===== src/rtl/prio_pkg.sv =====
package prio_pkg;
    localparam int SLOT_W       = 32;
    localparam int SLOT_VLD_BIT = 31;
    localparam int ID_W         = 6;
    localparam int STATUS_W     = 32;
    localparam int FIQ_VLD_BIT  = 15;
    localparam int IRQ_VLD_BIT  = 31;
    localparam int IRQ_ID_LSB   = 16;
    localparam logic [ID_W-1:0]     NO_ID       = '1;
    localparam logic [STATUS_W-1:0] IDLE_STATUS = 32'h003F_003F;

    function automatic logic [STATUS_W-1:0] pack_status(
        input logic            fiq_v,
        input logic [ID_W-1:0] fiq_id,
        input logic            irq_v,
        input logic [ID_W-1:0] irq_id
    );
        logic [STATUS_W-1:0] w;
        w = '0;
        w[FIQ_VLD_BIT]            = fiq_v;
        w[ID_W-1:0]               = fiq_id;
        w[IRQ_VLD_BIT]            = irq_v;
        w[IRQ_ID_LSB +: ID_W]     = irq_id;
        return w;
    endfunction
endpackage


===== src/rtl/prio_slot_eval.sv =====
module prio_slot_eval
    import prio_pkg::*;
#(
    parameter int NUM_SRC = 40
) (
    input  logic               vld_i,
    input  logic [ID_W-1:0]    id_i,
    input  logic [NUM_SRC-1:0] pend_i,
    input  logic [NUM_SRC-1:0] level_i,
    output logic               fiq_hit_o,
    output logic               irq_hit_o
);
    localparam int ID_SPACE = 2 ** ID_W;
    localparam logic [ID_W:0] LIMIT = (ID_W+1)'(NUM_SRC);

    logic [ID_SPACE-1:0] pend_x;
    logic [ID_SPACE-1:0] level_x;
    logic                in_range;
    logic                live;

    always_comb begin
        pend_x    = ID_SPACE'(pend_i);
        level_x   = ID_SPACE'(level_i);
        in_range  = ({1'b0, id_i} < LIMIT);
        live      = vld_i & in_range & pend_x[id_i];
        fiq_hit_o = live &  level_x[id_i];
        irq_hit_o = live & ~level_x[id_i];
    end
endmodule


===== src/rtl/prio_lane_pick.sv =====
module prio_lane_pick
    import prio_pkg::*;
#(
    parameter int LANES = 4
) (
    input  logic [LANES-1:0]           hit_i,
    input  logic [LANES-1:0][ID_W-1:0] id_i,
    output logic                       any_o,
    output logic [ID_W-1:0]            id_o
);
    always_comb begin
        any_o = |hit_i;
        id_o  = NO_ID;
        for (int l = LANES - 1; l >= 0; l--) begin
            if (hit_i[l]) begin
                id_o = id_i[l];
            end
        end
    end
endmodule


===== src/rtl/prio_group_scan.sv =====
module prio_group_scan
    import prio_pkg::*;
#(
    parameter int NUM_SRC = 40,
    parameter int LANES   = 4
) (
    input  logic [NUM_SRC-1:0]         pend_i,
    input  logic [NUM_SRC-1:0]         level_i,
    input  logic [LANES-1:0]           lane_vld_i,
    input  logic [LANES-1:0][ID_W-1:0] lane_id_i,
    output logic                       fiq_any_o,
    output logic [ID_W-1:0]            fiq_id_o,
    output logic                       irq_any_o,
    output logic [ID_W-1:0]            irq_id_o
);
    logic [LANES-1:0] fiq_hit;
    logic [LANES-1:0] irq_hit;

    for (genvar l = 0; l < LANES; l++) begin : g_lane
        prio_slot_eval #(.NUM_SRC(NUM_SRC)) u_eval (
            .vld_i     (lane_vld_i[l]),
            .id_i      (lane_id_i[l]),
            .pend_i    (pend_i),
            .level_i   (level_i),
            .fiq_hit_o (fiq_hit[l]),
            .irq_hit_o (irq_hit[l])
        );
    end

    prio_lane_pick #(.LANES(LANES)) u_pick_fiq (
        .hit_i (fiq_hit),
        .id_i  (lane_id_i),
        .any_o (fiq_any_o),
        .id_o  (fiq_id_o)
    );

    prio_lane_pick #(.LANES(LANES)) u_pick_irq (
        .hit_i (irq_hit),
        .id_i  (lane_id_i),
        .any_o (irq_any_o),
        .id_o  (irq_id_o)
    );
endmodule


===== src/rtl/prio_resolver.sv =====
module prio_resolver
    import prio_pkg::*;
#(
    parameter int NUM_SRC  = 40,
    parameter int NUM_SLOT = 40,
    parameter int LANES    = 4
) (
    input  logic                       clk,
    input  logic                       rst_n,
    input  logic                       start_i,
    input  logic [NUM_SRC-1:0]         pend_i,
    input  logic [NUM_SRC-1:0]         level_i,
    input  logic [NUM_SLOT*SLOT_W-1:0] slot_i,
    output logic                       busy_o,
    output logic                       done_o,
    output logic [STATUS_W-1:0]        status_o
);
    localparam int NGROUP  = (NUM_SLOT + LANES - 1) / LANES;
    localparam int GRP_W   = (NGROUP > 1) ? $clog2(NGROUP) : 1;
    localparam int NPAD    = NGROUP * LANES;
    localparam int SPARE_W = SLOT_W - ID_W - 1;
    localparam logic [GRP_W-1:0] LAST_GRP = GRP_W'(NGROUP - 1);

    typedef struct packed {
        logic                      busy;
        logic                      done;
        logic [GRP_W-1:0]          grp;
        logic [NUM_SRC-1:0]        pend;
        logic [NUM_SRC-1:0]        level;
        logic [NPAD-1:0]           vld;
        logic [NPAD-1:0][ID_W-1:0] id;
        logic                      fiq_hit;
        logic [ID_W-1:0]           fiq_id;
        logic                      irq_hit;
        logic [ID_W-1:0]           irq_id;
        logic [STATUS_W-1:0]       status;
    } state_t;

    state_t state_d, state_q;

    // Compact capture view of the slot table (valid flag and ID only).
    logic [NPAD-1:0]              cap_vld;
    logic [NPAD-1:0][ID_W-1:0]    cap_id;
    logic [NUM_SLOT*SPARE_W-1:0]  unused_slot_bits;

    for (genvar s = 0; s < NPAD; s++) begin : g_cap
        if (s < NUM_SLOT) begin : g_real
            assign cap_vld[s] = slot_i[s*SLOT_W + SLOT_VLD_BIT];
            assign cap_id[s]  = slot_i[s*SLOT_W +: ID_W];
            assign unused_slot_bits[s*SPARE_W +: SPARE_W] =
                slot_i[s*SLOT_W + ID_W +: SPARE_W];
        end else begin : g_pad
            assign cap_vld[s] = 1'b0;
            assign cap_id[s]  = NO_ID;
        end
    end

    // Lanes of the group under scan.
    logic [LANES-1:0]           lane_vld;
    logic [LANES-1:0][ID_W-1:0] lane_id;

    always_comb begin
        int base;
        base = int'(state_q.grp) * LANES;
        for (int l = 0; l < LANES; l++) begin
            lane_vld[l] = state_q.vld[base + l];
            lane_id[l]  = state_q.id[base + l];
        end
    end

    logic            grp_fiq_any, grp_irq_any;
    logic [ID_W-1:0] grp_fiq_id, grp_irq_id;

    prio_group_scan #(.NUM_SRC(NUM_SRC), .LANES(LANES)) u_scan (
        .pend_i     (state_q.pend),
        .level_i    (state_q.level),
        .lane_vld_i (lane_vld),
        .lane_id_i  (lane_id),
        .fiq_any_o  (grp_fiq_any),
        .fiq_id_o   (grp_fiq_id),
        .irq_any_o  (grp_irq_any),
        .irq_id_o   (grp_irq_id)
    );

    always_comb begin
        state_d      = state_q;
        state_d.done = 1'b0;
        if (!state_q.busy) begin
            if (start_i) begin
                state_d.busy    = 1'b1;
                state_d.grp     = '0;
                state_d.pend    = pend_i;
                state_d.level   = level_i;
                state_d.vld     = cap_vld;
                state_d.id      = cap_id;
                state_d.fiq_hit = 1'b0;
                state_d.fiq_id  = NO_ID;
                state_d.irq_hit = 1'b0;
                state_d.irq_id  = NO_ID;
            end
        end else begin
            // Earlier groups hold higher rank: first find in a class sticks.
            if (!state_q.fiq_hit && grp_fiq_any) begin
                state_d.fiq_hit = 1'b1;
                state_d.fiq_id  = grp_fiq_id;
            end
            if (!state_q.irq_hit && grp_irq_any) begin
                state_d.irq_hit = 1'b1;
                state_d.irq_id  = grp_irq_id;
            end
            if (state_q.grp == LAST_GRP) begin
                state_d.busy   = 1'b0;
                state_d.done   = 1'b1;
                state_d.status = pack_status(state_d.fiq_hit, state_d.fiq_id,
                                             state_d.irq_hit, state_d.irq_id);
            end else begin
                state_d.grp = state_q.grp + 1'b1;
            end
        end
    end

    always_ff @(posedge clk or negedge rst_n) begin
        if (!rst_n) begin
            state_q         <= '0;
            state_q.id      <= '1;
            state_q.fiq_id  <= NO_ID;
            state_q.irq_id  <= NO_ID;
            state_q.status  <= IDLE_STATUS;
        end else begin
            state_q <= state_d;
        end
    end

    assign busy_o   = state_q.busy;
    assign done_o   = state_q.done;
    assign status_o = state_q.status;
endmodule


===== config.mk =====
export PLATFORM = sky130hd
export DESIGN_NAME = prio_resolver
export DESIGN_NICKNAME = d
export VERILOG_FILES = /design/src/rtl/prio_pkg.sv /design/src/rtl/prio_slot_eval.sv /design/src/rtl/prio_lane_pick.sv /design/src/rtl/prio_group_scan.sv /design/src/rtl/prio_resolver.sv
export SDC_FILE = /design/constraint.sdc
export NUM_CORES = 1
export LEC_CHECK = 0
export BUFFER_PORTS_ARGS = -buffer_cell sky130_fd_sc_hd__buf_2
export CAP_MARGIN = 20
export CORE_AREA = 3 3 551 553
export CTS_CLUSTER_DIAMETER = 150
export DETAILED_ROUTE_END_ITERATION = 7
export DIE_AREA = 0 0 554 556
export HOLD_SLACK_MARGIN = 0.02
export SLEW_MARGIN = 30
export SYNTH_ARGS = -nofsm -noshare
export SYNTH_HDL_FRONTEND = slang
export SYNTH_SLANG_ARGS = --single-unit

===== constraint.sdc =====
create_clock -name clk -period 4.6 [get_ports clk]
set_clock_uncertainty 0.2 [all_clocks]
set_input_delay 0 -clock clk [delete_from_list [all_inputs] [get_ports clk]]
set_output_delay 0 -clock clk [all_outputs]
set_load 0.02 [all_outputs]

# After elaboration in Yosys (flattened, before gate mapping)
# Cells that the tools add are included.
# classes
n_addsub	4
magnitude_cmp	12
eq_ne	2
mux	56
bitwise	21
n_reduce_logical	10
# ops
operator	n
378-bit two-way mux	1
6-bit binary-select mux with 6-bit select	3
6-bit two-way mux	15
1-bit binary-select mux with 6-bit select	11
6-bit by 7-bit < comparator with 1-bit output (second input constant)	5
6-bit binary-select mux with 4-bit select	1
6-bit < comparator (second input constant)	4
7-bit < comparator (second input constant)	3
1-bit two-way mux	18
1-bit bitwise AND	16
6-bit by 2-bit adder with 7-bit output (second input constant)	2
14-bit two-way mux	1
7-bit two-way mux	2
4-bit two-way mux	2
4-bit OR reduction	2
6-bit by 1-bit adder with 7-bit output (second input constant)	1
2-bit AND reduction	3
1-bit NOT	5
4-bit by 1-bit adder with 4-bit output (second input constant)	1
1-bit binary-select mux with 4-bit select	1
4-bit == test (second input constant)	1
1-bit logical AND	2
1-bit zero test	2
2-bit two-way mux	1
other kinds (2)	2
# totals
regBits	394
input_bits	1363
out_inout_bits	34
word_cells	156

# Longest topological paths before layout
# Gate-level depths: netlist of run 1.
# depth
ltp_word	14
mapped_depth	19
mapped_depth_nobuf	12

# By module
# Synthesis of run 1 repeated with hierarchy kept, for this count alone.
# unflattened
hier_cells	1515
area_unflattened_um2	21370.5
# modules_own_cells
module	instances	cells_per_inst	area_per_inst_um2	seq_area_each_um2
prio_resolver	1	1181	17947.2	10189.8
prio_slot_eval	4	70	763.2	0.0
prio_lane_pick	2	27	185.2	0.0

# Least setup slack after synthesis of run 1
# No wires, ideal clock.
# synth_path
path_kind	register to register
from	reg state_q[406] (netlist name)
to	reg state_q[36] (netlist name)
setup_ps	93
arrival_ps	3637
path_slack_ps	670
stages_incl_launch_ff	17
period_less_slack_ps	3930
cell_sequence	dfrtp_1 buf_6 buf_12 buf_6 buf_6 buf_6 mux4_2 a22oi_2 inv_1 a311oi_1 nand3_1 o2111ai_2 and3b_1 or4_1 buf_2 a32oi_1 a21oi_1
# synth_between
elab_chain_cells	14
# synth_lines
element	line_no	rtl
start: declaration	prio_resolver.sv:39	state_t state_d, state_q;
start signal: assignment	prio_resolver.sv:130	state_q <= state_d;
6-bit by 2-bit adder with 7-bit output	prio_resolver.sv:66, prio_resolver.sv:67	
6-bit binary-select mux with 6-bit select	prio_resolver.sv:67	lane_id[l] = state_q.id[base + l];
6-bit two-way mux (implied by the code) (2 in series)	prio_resolver.sv:67	
1-bit binary-select mux with 6-bit select, or another cell as far along	prio_slot_eval.sv:25	live = vld_i & in_range & pend_x[id_i];
1-bit two-way mux (implied by the code), or another cell as far along	prio_slot_eval.sv:25	
1-bit bitwise AND / 1-bit NOT (equally long branches)	prio_slot_eval.sv:25, prio_slot_eval.sv:27	
1-bit bitwise AND	prio_slot_eval.sv:27	irq_hit_o = live & ~level_x[id_i];
6-bit two-way mux (4 in series)	prio_lane_pick.sv:15	if (hit_i[l]) begin
7-bit two-way mux (*)	prio_resolver.sv:107	if (!state_q.irq_hit && grp_irq_any) begin
14-bit two-way mux (*)	prio_resolver.sv:88	if (!state_q.busy) begin
# Mark *: on every way between the ends. The rest lies on a longest branch, timed or not. The select of a mux whose other input is x is not followed.
# A chain may end at the register's enable or synchronous reset.

# Worst setup path in the final report of run 1
# layout_path
from	reg state_q[406] (netlist name)
to	reg state_q[42] (netlist name)
# layout_between
elab_chain_cells	14
# layout_lines
element	line_no	rtl
6-bit by 2-bit adder with 7-bit output	prio_resolver.sv:66, prio_resolver.sv:67	
6-bit binary-select mux with 6-bit select	prio_resolver.sv:67	
6-bit two-way mux (implied by the code) (2 in series)	prio_resolver.sv:67	
1-bit binary-select mux with 6-bit select / 6-bit < comparator (equally long branches)	prio_slot_eval.sv:25, prio_slot_eval.sv:24	
1-bit two-way mux (implied by the code) / 1-bit bitwise AND (equally long branches)	prio_slot_eval.sv:25	
1-bit bitwise AND	prio_slot_eval.sv:25	
1-bit bitwise AND	prio_slot_eval.sv:26	fiq_hit_o = live & level_x[id_i];
6-bit two-way mux (4 in series)	prio_lane_pick.sv:15	
7-bit two-way mux (*)	prio_resolver.sv:103	if (!state_q.fiq_hit && grp_fiq_any) begin
14-bit two-way mux (*)	prio_resolver.sv:88	
# Marks and branches as above.

==> impl_metrics.toml, run 1 <==
[clock_tree]
clock_sinks = 394
clk_pin_slew_ns = 0.06
cts_tree = "yes"
cts_max_path_buffers = 3
clk_latency_ns = 0.64
root_buffer = "clkbuf_16"
htreeDepth = 2
numCtsBuffers = 49

[run]
maxCapViolCount = 0

[global_route]
grtUsageTotal_pct = 8.36
grt_overflow = 0
grt_start_max_net_pins = 159
first_global_vias = 25300
grt_pass1_wl_mm = 186
antenna_found_initial = 101

[power]
leakagePower_nw = 16.9
clock_power_share_pct = 13.1
switching_power_mw = 14.3
p_int_mw = 16.8
power.density_nw_per_um2 = 778
power.share.combinational_pct = 63.3
seqPwrFrac_pct = 23.6
p_total_mw = 31.2
ir_worst_vdd_uv = 467
p_sw_share_pct = 46.0

[synthesis]
synth_top_flop_cell = "dfstp_2"
ys_top_cells_by_area = "dfstp_2 (32%), nand2_1 (21%), dfrtp_1 (15%), mux2i_1 (6.8%), mux4_2 (2.9%)"
async_flop_share_pct = 100
synth_top_area_share_pct = 31.8
syn_avg_cell_area_um2 = 8.56
yosys_register_bits = 394
yosysTopAreaCell = "dfstp_2"
seq_area_frac_synth_pct = 46.7
netlist_area_um2 = 21800
yosysUniqueCellTypes = 93
synth_edf_count = 0
synth-warning-count = 0
postSynthCellCount = 2545

[finish]
area_delta_synth_final_pct = 83.7
final_cell_mix = "nand2_1 (1,215), dlygate4sd3_1 (696), buf_2 (378)"
final_nets = 5187
final_layout_size_suffix_gt1_share_pct = 31.1
fin_cells = 7866
layout_commonest_cell = "nand2_1"

[critical_path]
setup.worst_path.end_class = "register"
reg2reg_slack_ns = 0.01
cp.required_ns = 4.94
critical_path_class = "register to register"
cp_cell_sequence = "buf_16, buf_4, mux2i_1, a22oi_2, buf_6, buf_4, a21o_4, buf_4, nand2_1, a2111oi_2, nor4_2, a211o_1, buf_4, o21ba_1, or3_4, o221a_1, a311oi_2, a31oi_1"
cp_slowest_cell = "dfrtp_4"
arrival_ns = 4.93
slowest_delay_ns = 0.52
cp_max_fo = 6
cp-start-kind = "register"
critical_path.most_common_cell = "buf_4"

[sta]
finalMaxSlewViolations = 0
slew_headroom_pct = 38.9
final_hold_viol_count = 0
final_min_period_over_clock_period_pct = 99.8
rsz0062_at_grt = "yes"
setup_ws_ns = 0.0102
tightest_slew_ns = 0.916
finalCriticalPeriod_ns = 4.59
finalSetupViolations = 0
max_freq_ghz = 0.218

[placed_design]
post-place-ws_ns = -0.235
dp.cells = 7012
hpwl_mm = 95.5
routabilityCongestion = 0.919
io_buffers = 378

[die]
start_util_pct = 7.28
rows = 201
die_area_um2 = 308000
die_w_um = 554
ios = 1397
die_h_um = 556
fp.coreArea_um2 = 299000

[route]
routed_wl_mm = 134
drt-pass1-iter-count = 7
wl_per_cell_um = 17.1
vias = 25000
viasPerCell = 3.18
drc_errors = 0
ant_nets = 0
drt_iter0_markers = 2194

[min_path]
worstHoldPathType = "input pin to register"

[run_status]
status = "complete, no violations"
-- timing repair --
action / 4_1_cts / 5_1_grt
pin swaps: 3 / 33
hold buffers: 697 / 0
gates resized for setup: 18 / 96
setup endpoints to repair: 22 / 26
setup buffers: 1 / 19
gates cloned: 0 / 3
endpoints found under the hold margin: 535 / 0
-- synth_stat cells (6+ instances only) --
cell type / n
nand2_1: 1217
dfstp_2: 264
mux2i_1: 149
dfrtp_1: 130
clkbuf_1: 96
nor2_1: 64
a21oi_1: 48
buf_4: 41
nand3_1: 34
buf_2: 32
o21ai_0: 32
a32oi_1: 28
mux4_2: 28
a22oi_1: 25
inv_1: 25
a31oi_1: 18
a311oi_1: 17
a2111oi_0: 15
a211oi_1: 15
buf_6: 15
o211ai_1: 15
o21ai_1: 12
nand2b_1: 11
nand4_1: 11
a21o_1: 10
a221o_1: 10
mux2_2: 10
nor2b_1: 10
o22ai_1: 10
a221oi_1: 8
nor3b_1: 8
buf_1: 7
nor3_1: 7
o31ai_1: 7
or4_1: 6
-- worst max-delay path: cells and delay by family (launching register included) --
kind	cells	cell delay, ns
AO/OA/AOI/OAI	8	2.04
buffers and inverters	6	0.96
AND/OR/NAND/NOR	3	0.60
flip-flops	1	0.52
multiplexers	1	0.14
-- per-layer routing --
metal / wire length, um / GRT usage [%] / share of wire, % / vias up
met5: 126 / 0 / 0.094 / -
met4: 7670 / 4.21 / 5.7 / 20
met3: 8250 / 1.45 / 6.1 / 444
met2: 66100 / 14.6 / 49 / 1370
met1: 52000 / 9.78 / 39 / 12000
li1: - / - / - / 11200
-- state kept, by name, indices dropped and copies added, names as in the netlist --
signal and cells:
state_q 378, status_o 14, busy_o 1, done_o 1
-- metrics by stage --
step,setup TNS [ns],area (um2),hold slack (ns),utilization [%]
6_report,0,40000,0.0232,13.4
5_1_grt,-0.607,40000,0.0219,13.4
4_1_cts,0,39300,0.0201,13.1
3_5_place_dp,-2.62,30500,-0.141,10.2
3_3_place_gp,-2.64,30500,-0.145,10.2
2_1_floorplan,0,21900,-0.496,-
-- power groups by stage --
stage	logic, mW	registers [mW]	clock network (mW)
floorplan	9.16	6.55	0
global placement	17.5	7.20	0
detailed placement	17.6	7.24	0
CTS	18.4	7.21	4.21
global route	21.0	7.51	4.34
finish	19.7	7.35	4.09
-- area by class of cell --
cell class	count	area, um2
Antenna cell	46	115
Clock buffer	65	1400
Clock inverter	26	293
Fill cell	33600	259000
Inverter	25	93.8
Multi-Input combinational cell	1950	11000
Sequential cell	394	10200
Tap cell	3958	4950
Timing Repair Buffer	1402	12000
-- worst paths after layout --
check,start,to,cells past startpoint
max in group asynchronous,rst_n,state_q[318],4
min in group asynchronous,rst_n,state_q[273],3
max reg2reg,state_q[406],state_q[42],18
max,state_q[406],state_q[42],18
min,level_i[25],state_q[351],4
min reg2reg,state_q[237],state_q[237],2
-- kinds of logic (layout without fill, tap and decap cells) --
logic type / Yosys count / count (layout) / synth area share [%]
xor gates and xnor gates: 1 / 1 / 0.0402
adders and majority gates: 2 / 2 / 0.115
and+or+nand+nor: 1398 / 1398 / 25.4
buffers and inverters: 218 / 1518 / 5.29
muxes: 189 / 189 / 10.4
other: 1 / 64 / 0.0172
AOI/OAI and AO/OA: 342 / 342 / 12.0
DFF: 394 / 394 / 46.7
No activity file was read; power rests on OpenSTA's default activity.
==> run 2: changes to the inputs <==
==> constraint.sdc (replaced) <==
create_clock -name clk -period 5.1 [get_ports clk]
set_clock_uncertainty 0.2 [all_clocks]
set_input_delay 0 -clock clk [delete_from_list [all_inputs] [get_ports clk]]
set_output_delay 0 -clock clk [all_outputs]
set_load 0.02 [all_outputs]
==> run 2 against run 1 <==
  * First-iteration DRC count down 6.9%
  * Die area unchanged
  * Fmax down 7.6%
  * Sequential cell count did not move
  * Sequential power decreased by 11%
  * Wire length shrank 0.39%
  * Register-to-register slack gained 0.12 ns
  * Via count fell by 0.36%
  * Count of clock-buffer cells in the layout stayed put
==> impl_metrics.toml, run 2 (synthesized netlist as in run 1, its figures left out) <==
[clock_tree]
cts_tree = "yes"
cts_max_path_buffers = 3
htreeDepth = 2
numCtsBuffers = 49
clk_latency_ns = 0.65
clk_pin_slew_ns = 0.07
clock_sinks = 394
cts_setup_buffers = 0
root_buffer = "clkbuf_16"

[critical_path]
setup.worst_path.end_class = "register"
critical_path_class = "register to register"
critical_path.most_common_cell = "buf_12"
cp_cell_sequence = "buf_12, buf_12, mux2i_1, a22oi_2, buf_4, a31o_2, buf_12, a2111oi_0, a2111oi_1, a22oi_1, o2111ai_2, and3b_1, or4_1, a32oi_1, buf_4, o21ai_1"
cp.required_ns = 5.47
slowest_delay_ns = 0.68
cp_slowest_cell = "or4_1"
arrival_ns = 5.34
cp_max_fo = 27
cp-start-kind = "register"

[finish]
final_cell_mix = "nand2_1 (1,216), dlygate4sd3_1 (789), buf_2 (377)"
largest_reg_flops = 378
fin_util_pct = 13.1
largest-register = "state_q"
layout_commonest_cell = "nand2_1"
n_fill_cell = 33800
area_delta_synth_final_pct = 80.1
final_nets = 5162
fin_area_um2 = 39300
final_layout_size_suffix_gt1_share_pct = 26.5

[power]
ir_worst_vdd_uv = 365
p_total_mw = 25.5
power.density_nw_per_um2 = 649
leakagePower_nw = 16.3

[sta]
tightest_slew_ns = 1.01
finalMaxSlewViolations = 0
rsz0062_at_grt = "yes"
max_freq_ghz = 0.201
final_hold_viol_count = 0
finalCriticalPeriod_ns = 4.97
hold-worst-slack_ns = 0.0261
final_min_period_over_clock_period_pct = 97.4
final.setup.tns_ns = 0
finalSetupViolations = 0
slew_headroom_pct = 32.8

[die]
start_util_pct = 7.28
rows = 201
fp.coreArea_um2 = 299000
die_h_um = 556
ios = 1397
die_w_um = 554
die_area_um2 = 308000

[placed_design]
placed_cell_area_um2 = 29500
routabilityCongestion = 0.899
hpwl_mm = 94.4
io_buffers = 378

[route]
drt_iter0_markers = 2043
drt-pass1-iter-count = 6
routed_wl_mm = 134
ant_nets = 0
vias = 24900
wl_per_cell_um = 17.0
drc_errors = 0
viasPerCell = 3.18

[global_route]
antenna_found_initial = 104
grt_overflow = 0
grt_pass1_wl_mm = 187
grt_start_max_net_pins = 147
first_global_vias = 25600
grtUsageTotal_pct = 8.40

[run]
maxCapViolCount = 0

[min_path]
worstHoldPathType = "input pin to register"

[run_status]
status = "complete, no violations"
## run 2: cell types whose count changed in the layout (fill, tap and decap cells not counted), sizes merged, moves of 2 or more
cell         before  now
buf             703  588
diode            46   48
dlygate4sd3     696  789
inv              32   36
clkbuf           68   65
clkinvlp          4    2
clkinv           12    9
## run 2: final timing paths
check                      cells after the start    startpoint  slack, ns            to
max                                           16  state_q[406]       0.13  status_o[21]
min                                            4   slot_i[997]       0.03  state_q[237]
max reg2reg                                   16  state_q[406]       0.13  status_o[21]
min reg2reg                                    2  state_q[198]       0.26  state_q[198]
max in group asynchronous                      4         rst_n       3.23  state_q[337]
min in group asynchronous                      3         rst_n       0.54  state_q[285]
## run 2: stage by stage
step                setup slack [ns]  cells
global route                -0.00843   7820
detailed placement           0.00125   6914
global placement             0.00555   6912
CTS                           0.0198   7795
finish                         0.134   7843
floorplan                       1.17   2562
## run 2: cell type report
cell class	count	area [um2]	share of cell area [%]
Timing Repair Buffer	1377	11700	29.8
Multi-Input combinational cell	1950	10600	26.9
Sequential cell	394	10200	26.0
Tap cell	3958	4950	12.6
Clock buffer	65	1340	3.40
Clock inverter	26	310	0.790
Antenna cell	48	120	0.306
Inverter	25	93.8	0.239
## run 2: worst max-delay path, delay by kind of cell (launching register included)
family          cells  cell delay, ns
compound gates      8            2.10
buf+inv             5            0.97
flops               1            0.50
mux                 1            0.14
simple gates        2            0.93
## run 2: power breakdown
part | leakage, nW | switching (mW) | total [mW] | internal (mW)
clock network | 0.804 | 1.60 | 3.69 | 2.09
registers | 4.38 | 1.31 | 6.53 | 5.22
logic | 11.1 | 9.14 | 15.3 | 6.13
total | 16.3 | 12.1 | 25.5 | 13.4
## run 2: per-layer routing
layer / wire (um) / part of all wire, % / vias up / track usage [%]
li1: - / - / 11100 / -
met1: 51700 / 39 / 12100 / 9.73
met2: 66400 / 50 / 1293 / 14.9
met3: 7880 / 5.9 / 416 / 1.39
met4: 7560 / 5.7 / 14 / 4.07
met5: 92 / 0.069 / - / 0
## run 2: what timing repair did
action | CTS | global route
gates resized for setup | 0 | 5
hold buffers | 790 | 0
setup endpoints to repair | 0 | 20
endpoints found under the hold margin | 549 | 0
==> run 3: changes to the inputs <==
--- a/config.mk
+++ b/config.mk
@@ -7,11 +7,14 @@
 export LEC_CHECK = 0
 export BUFFER_PORTS_ARGS = -buffer_cell sky130_fd_sc_hd__buf_2
 export CAP_MARGIN = 20
-export CORE_AREA = 3 3 551 553
+export CELL_PAD_IN_SITES_DETAIL_PLACEMENT = 1
+export CELL_PAD_IN_SITES_GLOBAL_PLACEMENT = 2
+export CORE_AREA = 3 3 544 546
 export CTS_CLUSTER_DIAMETER = 150
 export DETAILED_ROUTE_END_ITERATION = 7
-export DIE_AREA = 0 0 554 556
+export DIE_AREA = 0 0 547 549
 export HOLD_SLACK_MARGIN = 0.02
+export PLACE_DENSITY_LB_ADDON = 0.1
 export SLEW_MARGIN = 30
 export SYNTH_ARGS = -nofsm -noshare
 export SYNTH_HDL_FRONTEND = slang
==> run 3 against run 2 <==
  * Via count is 5.6% lower
  * Sequential cell count stayed put
  * Sequential share of layout area is 0.95 points lower
  * Count of clock-buffer cells in the layout is 46 higher
  * Highest routed layer unchanged
  * Core utilization is 0.88 points higher
  * Critical path type unchanged
  * Clock power is 37% higher
  * Non-clock buffer count is 71 higher
  * Wire length is 16% higher
  * Sequential power is 3.2% higher
==> impl_metrics.toml, run 3 (synthesized netlist as in run 1, its figures left out) <==
[run_status]
status = "complete, no violations"

[critical_path]
slowest_delay_ns = 0.63
timing.rr.end = "state_q[32]"
worstReg2RegStart = "state_q[406]"
cp_slowest_cell = "mux4_2"
cp_max_fo = 7
critical_path_class = "register to register"
arrival_ns = 5.26
reg2reg_slack_ns = 0.21
cp.required_ns = 5.48
critical_path.most_common_cell = "buf_4"
setup.worst_path.end_class = "register"
cp_top_family = "compound AO/OA/AOI/OAI gates"
cp_num_buf_inv = 7
cp-start-kind = "register"
worstRegToRegCells = 18
cp_cell_sequence = "clkbuf_16, mux4_2, nor2_2, buf_4, o22a_1, a2111oi_1, a2111oi_2, buf_4, a22oi_1, buf_4, o2111ai_2, and3b_1, buf_4, buf_4, a221o_1, a32oi_1, buf_4, a21oi_1"

[finish]
fin_cells = 7859
largest_reg_flops = 378
layout_commonest_cell = "nand2_1"
final_layout_size_suffix_gt1_share_pct = 29.9
final_nets = 5254
area_delta_synth_final_pct = 87.0
final_cell_mix = "nand2_1 (1,216), dlygate4sd3_1 (754), buf_2 (377)"
largest-register = "state_q"

[sta]
tightest_slew_ns = 0.957
final_hold_viol_count = 0
slew_headroom_pct = 36.2
max_freq_ghz = 0.205
finalMaxSlewViolations = 0
finalCriticalPeriod_ns = 4.89
hold-worst-slack_ns = 0.0446
final_min_period_over_clock_period_pct = 95.8
finalSetupViolations = 0

[power]
ir_worst_vdd_uv = 271
leakagePower_nw = 17.3
p_total_mw = 29.9
power.density_nw_per_um2 = 734

[clock_tree]
root_buffer = "clkbuf_16"
htreeDepth = 3
clk_pin_slew_ns = 0.06
clock_sinks = 394
numCtsBuffers = 70
cts_max_path_buffers = 3
clk_latency_ns = 0.73
cts_tree = "yes"

[route]
vias = 23600
ant_nets = 0
viasPerCell = 3.00
drt-pass1-iter-count = 5
drc_errors = 0
routed_wl_mm = 155
drt_iter0_markers = 956
wl_per_cell_um = 19.7

[global_route]
grt_start_max_net_pins = 155
grtUsageTotal_pct = 10.1
grt_overflow = 0
grt_pass1_wl_mm = 214
first_global_vias = 25900
antenna_found_initial = 49

[die]
fp.coreArea_um2 = 291000
start_util_pct = 7.49
ios = 1397
die_w_um = 547
die_h_um = 549
die_area_um2 = 300000
rows = 198

[min_path]
worstHoldPathType = "input pin to register"
min_from = "level_i[32]"
hold_path_end = "state_q[358]"
min_path_cells = 4

[placed_design]
io_buffers = 378
hpwl_mm = 117
dp.cells = 6945
routabilityCongestion = 0.726

[run]
maxCapViolCount = 0
[run 3: worst max path at each step]
stage | from | end | slack (ns) | cells after the start
floorplan | state_q[406] | state_q[36] | 1.17 | 16
global placement | state_q[406] | status_o[31] | -0.52 | 15
detailed placement | state_q[406] | status_o[31] | -0.45 | 15
CTS | state_q[408] | status_o[15] | 0.008 | 17
global route | state_q[406] | state_q[32] | -0.006 | 18
finish | state_q[406] | state_q[32] | 0.21 | 18
[run 3: repair_timing]
action / CTS / global route
endpoints found under the hold margin: 618 / 0
resized for setup: 15 / 45
setup endpoints to repair: 27 / 27
buffers inserted: 1 / 15
hold buffers: 755 / 0
gates cloned: 0 / 2
pin swaps: 0 / 3
[run 3: metal layers]
layer	global-route usage, %	share of wire [%]
met5	0	0.065
met4	2.01	1.8
met3	1.69	3.2
met2	15.9	44
met1	14.5	51
[run 3: tightest hold or removal path: stages]
cell           delay [ns]
dlygate4sd3_1        0.52
buf_2                0.10
nand2_1              0.16
o21ai_0              0.12
[run 3: report_power, final]
| part | switching (mW) | internal [mW] | total [mW] |
|---|---|---|---|
| Combinational | 10.4 | 7.71 | 18.1 |
| Sequential | 1.52 | 5.22 | 6.74 |
| Clock | 2.05 | 2.99 | 5.04 |
[run 3: through the flow]
stage          utilization, %  cell area (um2)  setup WS [ns]  setup TNS (ns)
4_1_cts                  13.9            40300        0.00844               0
3_3_place_gp             10.4            30300         -0.521           -6.68
2_1_floorplan               -            21900           1.17               0
6_report                 14.0            40800          0.212               0
5_1_grt                  14.0            40700       -0.00585        -0.00681
3_5_place_dp             10.4            30300         -0.453           -4.75
[run 3: area by class of cell]
type | count | area (um2)
fill | 34200 | 250000
timing repair buffer | 1448 | 12400
multi-input combinational | 1950 | 10800
sequential | 394 | 10200
tap | 3900 | 4880
clock buffer | 111 | 2050
clock inverter | 15 | 319
inverter | 25 | 93.8
antenna | 16 | 40.0
